**config.mk**
```make
export PLATFORM = sky130hd
export DESIGN_NAME = subimm_decoder
export DESIGN_NICKNAME = d
export VERILOG_FILES = /design/src/rtl/subdec_pkg.sv /design/src/rtl/subdec_prefix.sv /design/src/rtl/subdec_immcol.sv /design/src/rtl/subdec_ctrl.sv /design/src/rtl/subimm_decoder.sv
export SDC_FILE = /design/constraint.sdc
export NUM_CORES = 1
export LEC_CHECK = 0
export CAP_MARGIN = 20
export CORE_UTILIZATION = 51
export DETAILED_ROUTE_END_ITERATION = 8
export GPL_ROUTABILITY_DRIVEN = 0
export PLACE_DENSITY = 0.9
export SYNTH_ARGS = -nofsm -noshare
export SYNTH_HDL_FRONTEND = slang
export SYNTH_SLANG_ARGS = --single-unit
export TNS_END_PERCENT = 50
```
**constraint.sdc**
```tcl
create_clock -name clk -period 4.4 [get_ports clk]
set_input_delay 1.1 -clock clk [delete_from_list [all_inputs] [get_ports clk]]
set_output_delay 1.1 -clock clk [all_outputs]
set_load 0.005 [all_outputs]
```
**src/rtl/subdec_pkg.sv**
```systemverilog
`timescale 1ns/1ps
package subdec_pkg;

   typedef enum logic [1:0] {
      OSZ_8  = 2'd0,
      OSZ_16 = 2'd1,
      OSZ_32 = 2'd2,
      OSZ_64 = 2'd3
   } osz_e;

   typedef enum logic [1:0] {
      ST_SCAN,
      ST_MODRM,
      ST_IMM,
      ST_EMIT
   } dstate_e;

   typedef struct packed {
      osz_e       size;
      logic       mem;
      logic [3:0] regn;
      logic       hibyte;
      logic       is_sub;
      logic       fault;
   } rec_t;

   localparam logic [7:0] BYTE_LOCK = 8'hF0;
   localparam logic [7:0] BYTE_OSZ  = 8'h66;
   localparam logic [3:0] REX_HI    = 4'h4;
   localparam logic [7:0] OP_ACC8   = 8'h2C;
   localparam logic [7:0] OP_ACCW   = 8'h2D;
   localparam logic [7:0] OP_GRP8   = 8'h80;
   localparam logic [7:0] OP_GRPW   = 8'h81;
   localparam logic [2:0] SUB_EXT   = 3'd5;
   localparam logic [1:0] MOD_REG   = 2'b11;

   // immediate byte count for a given operand size
   function automatic logic [2:0] imm_len(osz_e s);
      case (s)
         OSZ_8:   imm_len = 3'd1;
         OSZ_16:  imm_len = 3'd2;
         default: imm_len = 3'd4;
      endcase
   endfunction

endpackage

```
**src/rtl/subdec_prefix.sv**
```systemverilog
`timescale 1ns/1ps
module subdec_prefix
   import subdec_pkg::*;
#(
   parameter bit REX_EN = 1'b1
) (
   input  logic       clk,
   input  logic       rst,
   input  logic       mode_64,
   input  logic       take,
   input  logic       clr,
   input  logic [7:0] byte_in,
   output logic       is_prefix,
   output logic       lock,
   output logic       osz16,
   output logic       rex_seen,
   output logic       rex_w,
   output logic       rex_b
);

   logic hit_lock, hit_osz, hit_rex;

   assign hit_lock = (byte_in == BYTE_LOCK);
   assign hit_osz  = (byte_in == BYTE_OSZ);

   generate
      if (REX_EN) begin : g_rex
         assign hit_rex = mode_64 && (byte_in[7:4] == REX_HI);
      end else begin : g_norex
         assign hit_rex = 1'b0;
      end
   endgenerate

   assign is_prefix = hit_lock | hit_osz | hit_rex;

   always_ff @(posedge clk) begin
      if (rst || clr) begin
         lock     <= 1'b0;
         osz16    <= 1'b0;
         rex_seen <= 1'b0;
         rex_w    <= 1'b0;
         rex_b    <= 1'b0;
      end else if (take) begin
         if (hit_lock) lock  <= 1'b1;
         if (hit_osz)  osz16 <= 1'b1;
         if (hit_rex) begin
            rex_seen <= 1'b1;
            rex_w    <= byte_in[3];
            rex_b    <= byte_in[0];
         end else if (hit_lock || hit_osz) begin
            // REX only counts directly in front of the opcode
            rex_seen <= 1'b0;
            rex_w    <= 1'b0;
            rex_b    <= 1'b0;
         end
      end
   end

endmodule

```
**src/rtl/subdec_immcol.sv**
```systemverilog
`timescale 1ns/1ps
module subdec_immcol #(
   parameter int LANES = 4,
   parameter int OUT_W = 64,
   localparam int CW   = $clog2(LANES + 1)
) (
   input  logic             clk,
   input  logic             rst,
   input  logic             clr,
   input  logic             load,
   input  logic [7:0]       byte_in,
   input  logic [CW-1:0]    len,
   output logic             last,
   output logic [OUT_W-1:0] value
);

   logic [LANES*8-1:0] raw;
   logic [CW-1:0]      cnt;
   logic               sgn;

   always_ff @(posedge clk) begin
      if (rst || clr)
         cnt <= '0;
      else if (load)
         cnt <= cnt + CW'(1);
   end

   genvar k;
   generate
      for (k = 0; k < LANES; k++) begin : g_lane
         always_ff @(posedge clk) begin
            if (rst || clr)
               raw[k*8 +: 8] <= 8'h00;
            else if (load && (cnt == CW'(k)))
               raw[k*8 +: 8] <= byte_in;
         end
      end
   endgenerate

   assign last = ((cnt + CW'(1)) == len);

   always_comb begin
      sgn = 1'b0;
      for (int j = 0; j < LANES; j++)
         if (CW'(j + 1) == len) sgn = raw[j*8 + 7];
      value = {OUT_W{sgn}};
      for (int j = 0; j < LANES; j++)
         if (CW'(j) < len) value[j*8 +: 8] = raw[j*8 +: 8];
   end

endmodule

```
**src/rtl/subdec_ctrl.sv**
```systemverilog
`timescale 1ns/1ps
module subdec_ctrl
   import subdec_pkg::*;
#(
   parameter int LW = 3
) (
   input  logic          clk,
   input  logic          rst,
   input  logic          in_valid,
   input  logic [7:0]    byte_in,
   input  logic          is_prefix,
   input  logic          lock,
   input  logic          osz16,
   input  logic          rex_seen,
   input  logic          rex_w,
   input  logic          rex_b,
   input  logic          imm_last,
   output logic          in_ready,
   output logic          out_valid,
   output logic          pfx_take,
   output logic          imm_load,
   output logic          clr,
   output logic [LW-1:0] len,
   output rec_t          rec
);

   dstate_e st;
   osz_e    wide_sz;
   logic    take;
   logic    regmem;

   assign in_ready  = (st != ST_EMIT);
   assign out_valid = (st == ST_EMIT);
   assign clr       = (st == ST_EMIT);
   assign take      = in_valid && in_ready;
   assign pfx_take  = take && (st == ST_SCAN) && is_prefix;
   assign imm_load  = take && (st == ST_IMM);
   assign regmem    = (byte_in[7:6] != MOD_REG);

   always_comb begin
      if (rex_w)      wide_sz = OSZ_64;
      else if (osz16) wide_sz = OSZ_16;
      else            wide_sz = OSZ_32;
   end

   always_ff @(posedge clk) begin
      if (rst) begin
         st  <= ST_SCAN;
         rec <= '0;
         len <= '0;
      end else begin
         case (st)
            ST_SCAN: begin
               if (take && !is_prefix) begin
                  rec.mem    <= 1'b0;
                  rec.regn   <= 4'd0;
                  rec.hibyte <= 1'b0;
                  case (byte_in)
                     OP_ACC8: begin
                        rec.size   <= OSZ_8;
                        rec.is_sub <= !lock;
                        rec.fault  <= lock;
                        len        <= LW'(imm_len(OSZ_8));
                        st         <= ST_IMM;
                     end
                     OP_ACCW: begin
                        rec.size   <= wide_sz;
                        rec.is_sub <= !lock;
                        rec.fault  <= lock;
                        len        <= LW'(imm_len(wide_sz));
                        st         <= ST_IMM;
                     end
                     OP_GRP8: begin
                        rec.size   <= OSZ_8;
                        rec.is_sub <= 1'b0;
                        rec.fault  <= 1'b0;
                        len        <= LW'(imm_len(OSZ_8));
                        st         <= ST_MODRM;
                     end
                     OP_GRPW: begin
                        rec.size   <= wide_sz;
                        rec.is_sub <= 1'b0;
                        rec.fault  <= 1'b0;
                        len        <= LW'(imm_len(wide_sz));
                        st         <= ST_MODRM;
                     end
                     default: begin
                        rec.size   <= OSZ_8;
                        rec.is_sub <= 1'b0;
                        rec.fault  <= 1'b0;
                        len        <= '0;
                        st         <= ST_EMIT;
                     end
                  endcase
               end
            end
            ST_MODRM: begin
               if (take) begin
                  rec.mem    <= regmem;
                  rec.regn   <= regmem ? 4'd0 : {rex_b, byte_in[2:0]};
                  rec.hibyte <= (rec.size == OSZ_8) && !regmem && !rex_seen && byte_in[2];
                  rec.fault  <= lock && !regmem;
                  rec.is_sub <= (byte_in[5:3] == SUB_EXT) && !(lock && !regmem);
                  st         <= ST_IMM;
               end
            end
            ST_IMM: begin
               if (take && imm_last) st <= ST_EMIT;
            end
            default: st <= ST_SCAN;
         endcase
      end
   end

endmodule

```
**src/rtl/subimm_decoder.sv**
```systemverilog
`timescale 1ns/1ps
module subimm_decoder
   import subdec_pkg::*;
#(
   parameter int OUT_W     = 64,
   parameter int IMM_LANES = 4,
   parameter bit REX_EN    = 1'b1
) (
   input  logic             clk,
   input  logic             rst,
   input  logic             mode_64,
   input  logic             in_valid,
   input  logic [7:0]       in_byte,
   output logic             in_ready,
   output logic             out_valid,
   output logic [1:0]       out_size,
   output logic             out_mem,
   output logic [3:0]       out_reg,
   output logic             out_hibyte,
   output logic             out_is_sub,
   output logic             out_fault,
   output logic [OUT_W-1:0] out_imm
);

   localparam int LW = $clog2(IMM_LANES + 1);

   generate
      if (IMM_LANES < 4) begin : g_bad_lanes
         $error("IMM_LANES must hold a 32-bit immediate");
      end
      if (OUT_W < 64) begin : g_bad_width
         $error("OUT_W must hold a 64-bit sign-extended immediate");
      end
   endgenerate

   logic          is_prefix, lock, osz16, rex_seen, rex_w, rex_b;
   logic          pfx_take, imm_load, clr, imm_last;
   logic [LW-1:0] len;
   rec_t          rec;

   subdec_prefix #(.REX_EN(REX_EN)) u_prefix (
      .clk       (clk),
      .rst       (rst),
      .mode_64   (mode_64),
      .take      (pfx_take),
      .clr       (clr),
      .byte_in   (in_byte),
      .is_prefix (is_prefix),
      .lock      (lock),
      .osz16     (osz16),
      .rex_seen  (rex_seen),
      .rex_w     (rex_w),
      .rex_b     (rex_b)
   );

   subdec_ctrl #(.LW(LW)) u_ctrl (
      .clk       (clk),
      .rst       (rst),
      .in_valid  (in_valid),
      .byte_in   (in_byte),
      .is_prefix (is_prefix),
      .lock      (lock),
      .osz16     (osz16),
      .rex_seen  (rex_seen),
      .rex_w     (rex_w),
      .rex_b     (rex_b),
      .imm_last  (imm_last),
      .in_ready  (in_ready),
      .out_valid (out_valid),
      .pfx_take  (pfx_take),
      .imm_load  (imm_load),
      .clr       (clr),
      .len       (len),
      .rec       (rec)
   );

   subdec_immcol #(.LANES(IMM_LANES), .OUT_W(OUT_W)) u_imm (
      .clk     (clk),
      .rst     (rst),
      .clr     (clr),
      .load    (imm_load),
      .byte_in (in_byte),
      .len     (len),
      .last    (imm_last),
      .value   (out_imm)
   );

   assign out_size   = rec.size;
   assign out_mem    = rec.mem;
   assign out_reg    = rec.regn;
   assign out_hibyte = rec.hibyte;
   assign out_is_sub = rec.is_sub;
   assign out_fault  = rec.fault;

endmodule

```
==> key figures <==
Cells and area
  • Layout cells sized above 1: 0.0430
  • Area grow syn2layout: 23.8%
  • # diodes: 0
  • Most common cell after layout, fill and taps aside: clkdlybuf4s50_1
  • Filler cells: 473
  • Most frequent cells in the layout: clkdlybuf4s50_1, nand2_1, dfxtp_1, a21oi_1, nand3_1
  • Final nets: 440
  • Post-layout util: 0.664

Place
  • IO Port Bufs: 87
  • Final HPWL from detailed placement: 5.37 mm

Synthesis
  • Syn Area/Cell: 7.87 um2
  • Synth cell types: 46
  • Yosys top cell by area: dfxtp_1
  • Seq/Total Area, Yosys: 0.360
  • Yosys warning count: 0
  • Syn Inst Count: 382
  • Synth area leaders: dfxtp_1, a21oi_1, buf_4
  • Synth Cell Area: 0.00301 mm2
  • Syn_nets: 404
  • Yosys reg bits: 54
  • Synth top area share: 0.360

Clocking
  • Postcts setup bufs: 0
  • CTS Hold Bufs: 0
  • CTS sink count: 54
  • Clock H-tree levels: 2
  • CTS root buf: clkbuf_8
  • Clock Path Buffers: 2
  • CTS Buf Count: 5
  • TritonCTS clock tree: done
  • Clk_lat worst skew: 0.31 ns
  • Post-CTS sizing: 0
  • Worst-path clk slew: 0.10 ns

Route
  • Routed Antenna Nets: 0
  • Initial drt markers: 291
  • Via-per-instance ratio: 5.89
  • Via count: 2,892
  • DRT Wirelength: 7.62 mm
  • Residual DRC: 0
  • Avg WL per Cell: 15.5 um
  • Drt first pass iters: 5

Power
  • Leakage: 0.00144 uW
  • Switching power: 365 uW
  • Power Density: 308 mW/mm2
  • Design Power: 1150 uW
  • Clk pwr share: 0.291
  • Largest vdd supply drop: 0.000160 V
  • Share of power burned in registers: 0.467
  • Cell Int Power: 781 uW
  • Sw frac: 0.318
  • Combinational share of power: 0.241

Worst setup path
  • CP startpoint: u_ctrl.len[1]
  • CP Launch Type: flip-flop
  • Critical Path Sink: out_imm[57]
  • WP data required: 3.30 ns
  • FF-to-FF setup slack: 1.92 ns
  • Max Fanout on Critical Path: 32
  • Crit path kind: reg2out
  • Critical path endpoint category: output pin
  • RR Endpoint: u_ctrl.len[1]
  • R2r worst-path depth: 7
  • Reg2reg start: u_ctrl.st[0]
  • Crit path arrival time: 2.79 ns

STA
  • Unrepaired setup endpoints after global routing: no
  • Clk_skew: 0.00757 ns
  • Setup TNS: 0 ns
  • Tcrit/Tclk final: 0.885
  • Highest clock rate: 0.257 GHz
  • Setup violators final: 0
  • Slew @ Worst Pin: 0.736 ns
  • Max Slew Vio Count: 0
  • Relative slew slack: 0.510
  • Final hold vios: 0
  • Period minus WS final: 3.89 ns

Floorplan
  • Die X: 78.8 um
  • Starting Density: 0.536
  • Number of core rows: 27
  • Core area: 0.00561 mm2
  • IO Count: 88
  • Die area: 0.00621 mm2
  • Chip height: 78.8 um

Status
  • Run status: completed

GRT
  • Initial antenna violation count: 0
  • Global-route wire length before repair: 12.1 mm
  • GRT Residual Overflow: 0
  • GR Util All Layers: 0.250
  • Largest net degree at the start of global routing: 41
  • Vias in the first global route: 2,547

Hold path
  • Hold crit path type: reg2reg
  • Hold Crit Start: u_imm.raw[3]

Job
  • Max cap viols: 0
-- logic make-up after synthesis --
logic type | synth area share
AOI/OAI and AO/OA | 0.196
DFF | 0.360
adders and majority gates | 0.0416
and+or+nand+nor | 0.251
xor gates and xnor gates | 0.00874
buffers and inverters | 0.133
muxes | 0.0104
-- worst max-delay path, stage by stage (launching register included) --
cell             delay, ns
dfxtp_1               0.50
and2_0                0.17
o21ai_0               0.07
a21oi_1               0.60
a31o_2                0.53
clkdlybuf4s50_1       0.61
-- per-layer routing --
metal  vias to the layer above  GRT usage  wire length (um)
li1                       1343          -                 -
met1                      1333      0.305              3080
met2                       185      0.414              3620
met3                        31     0.0540               710
met4                         0      0.130               209
met5                         -          0                 0
-- area by class of cell --
type | count | area, um2 | area share
inverters | 8 | 30.0 | 0.00806
well taps | 72 | 90.1 | 0.0242
clock buffers | 6 | 72.6 | 0.0195
multi-input cells | 260 | 1530 | 0.410
clock inverters | 2 | 37.5 | 0.0101
flip-flops and latches | 54 | 1080 | 0.290
repair buffers | 89 | 886 | 0.238
-- worst min path at each step --
stage          slack (ns)            end  depth (start not counted)
2_1_floorplan        0.42  u_ctrl.rec[6]                          2
5_1_grt              0.48  u_imm.raw[10]                          2
3_5_place_dp         0.44   u_imm.raw[3]                          2
3_3_place_gp         0.44   u_imm.raw[0]                          2
6_report             0.46   u_imm.raw[3]                          2
4_1_cts              0.46   u_imm.raw[3]                          2
-- synthesized netlist by cell type (all sizes together) --
library cell,count
or3,1
o2111ai,2
o41ai,1
nand2b,1
nor2b,11
or2,3
a21o,25
a2111oi,1
clkbuf,21
xnor2,2
xor2,1
and3,3
dfxtp,54
ha,10
nand3,26
o31ai,1
nor2,10
o211ai,1
nor3b,1
a211oi,1
or4b,1
mux2i,2
nand2,64
buf,39
nand3b,8
a31oi,1
nor3,1
or4,2
or3b,2
nor4b,3
a21boi,1
inv,8
nor4bb,3
nand4,3
a31o,1
a21oi,52
mux2,1
and2,3
o21ai,11
-- registers in the layout, indices dropped and copies added, names as in the netlist --
name               flops
u_prefix.rex_w         1
u_ctrl.st              2
u_prefix.lock          1
u_prefix.rex_seen      1
u_prefix.osz16         1
u_prefix.rex_b         1
u_imm.cnt              3
u_imm.raw             32
u_ctrl.rec            10
u_ctrl.len             2
-- stage by stage --
stage          std cells  cell area [um2]  setup slack [ns]  hold slack, ns
2_1_floorplan        382             3010              1.48           0.425
3_3_place_gp         483             3610             0.937           0.440
3_5_place_dp         483             3610             0.752           0.444
4_1_cts              491             3720             0.498           0.457
5_1_grt              491             3720             0.307           0.480
6_report             491             3720             0.505           0.456
-- power groups by stage --
stage                     combinational [uW]  sequential (uW)  clock, uW
after floorplan                          200              541          0
after global placement                   257              545          0
after detailed placement                 269              547          0
after CTS                                271              536        336
after global routing                     305              539        349
final                                    277              536        334
No activity file was read; power rests on OpenSTA's default activity.
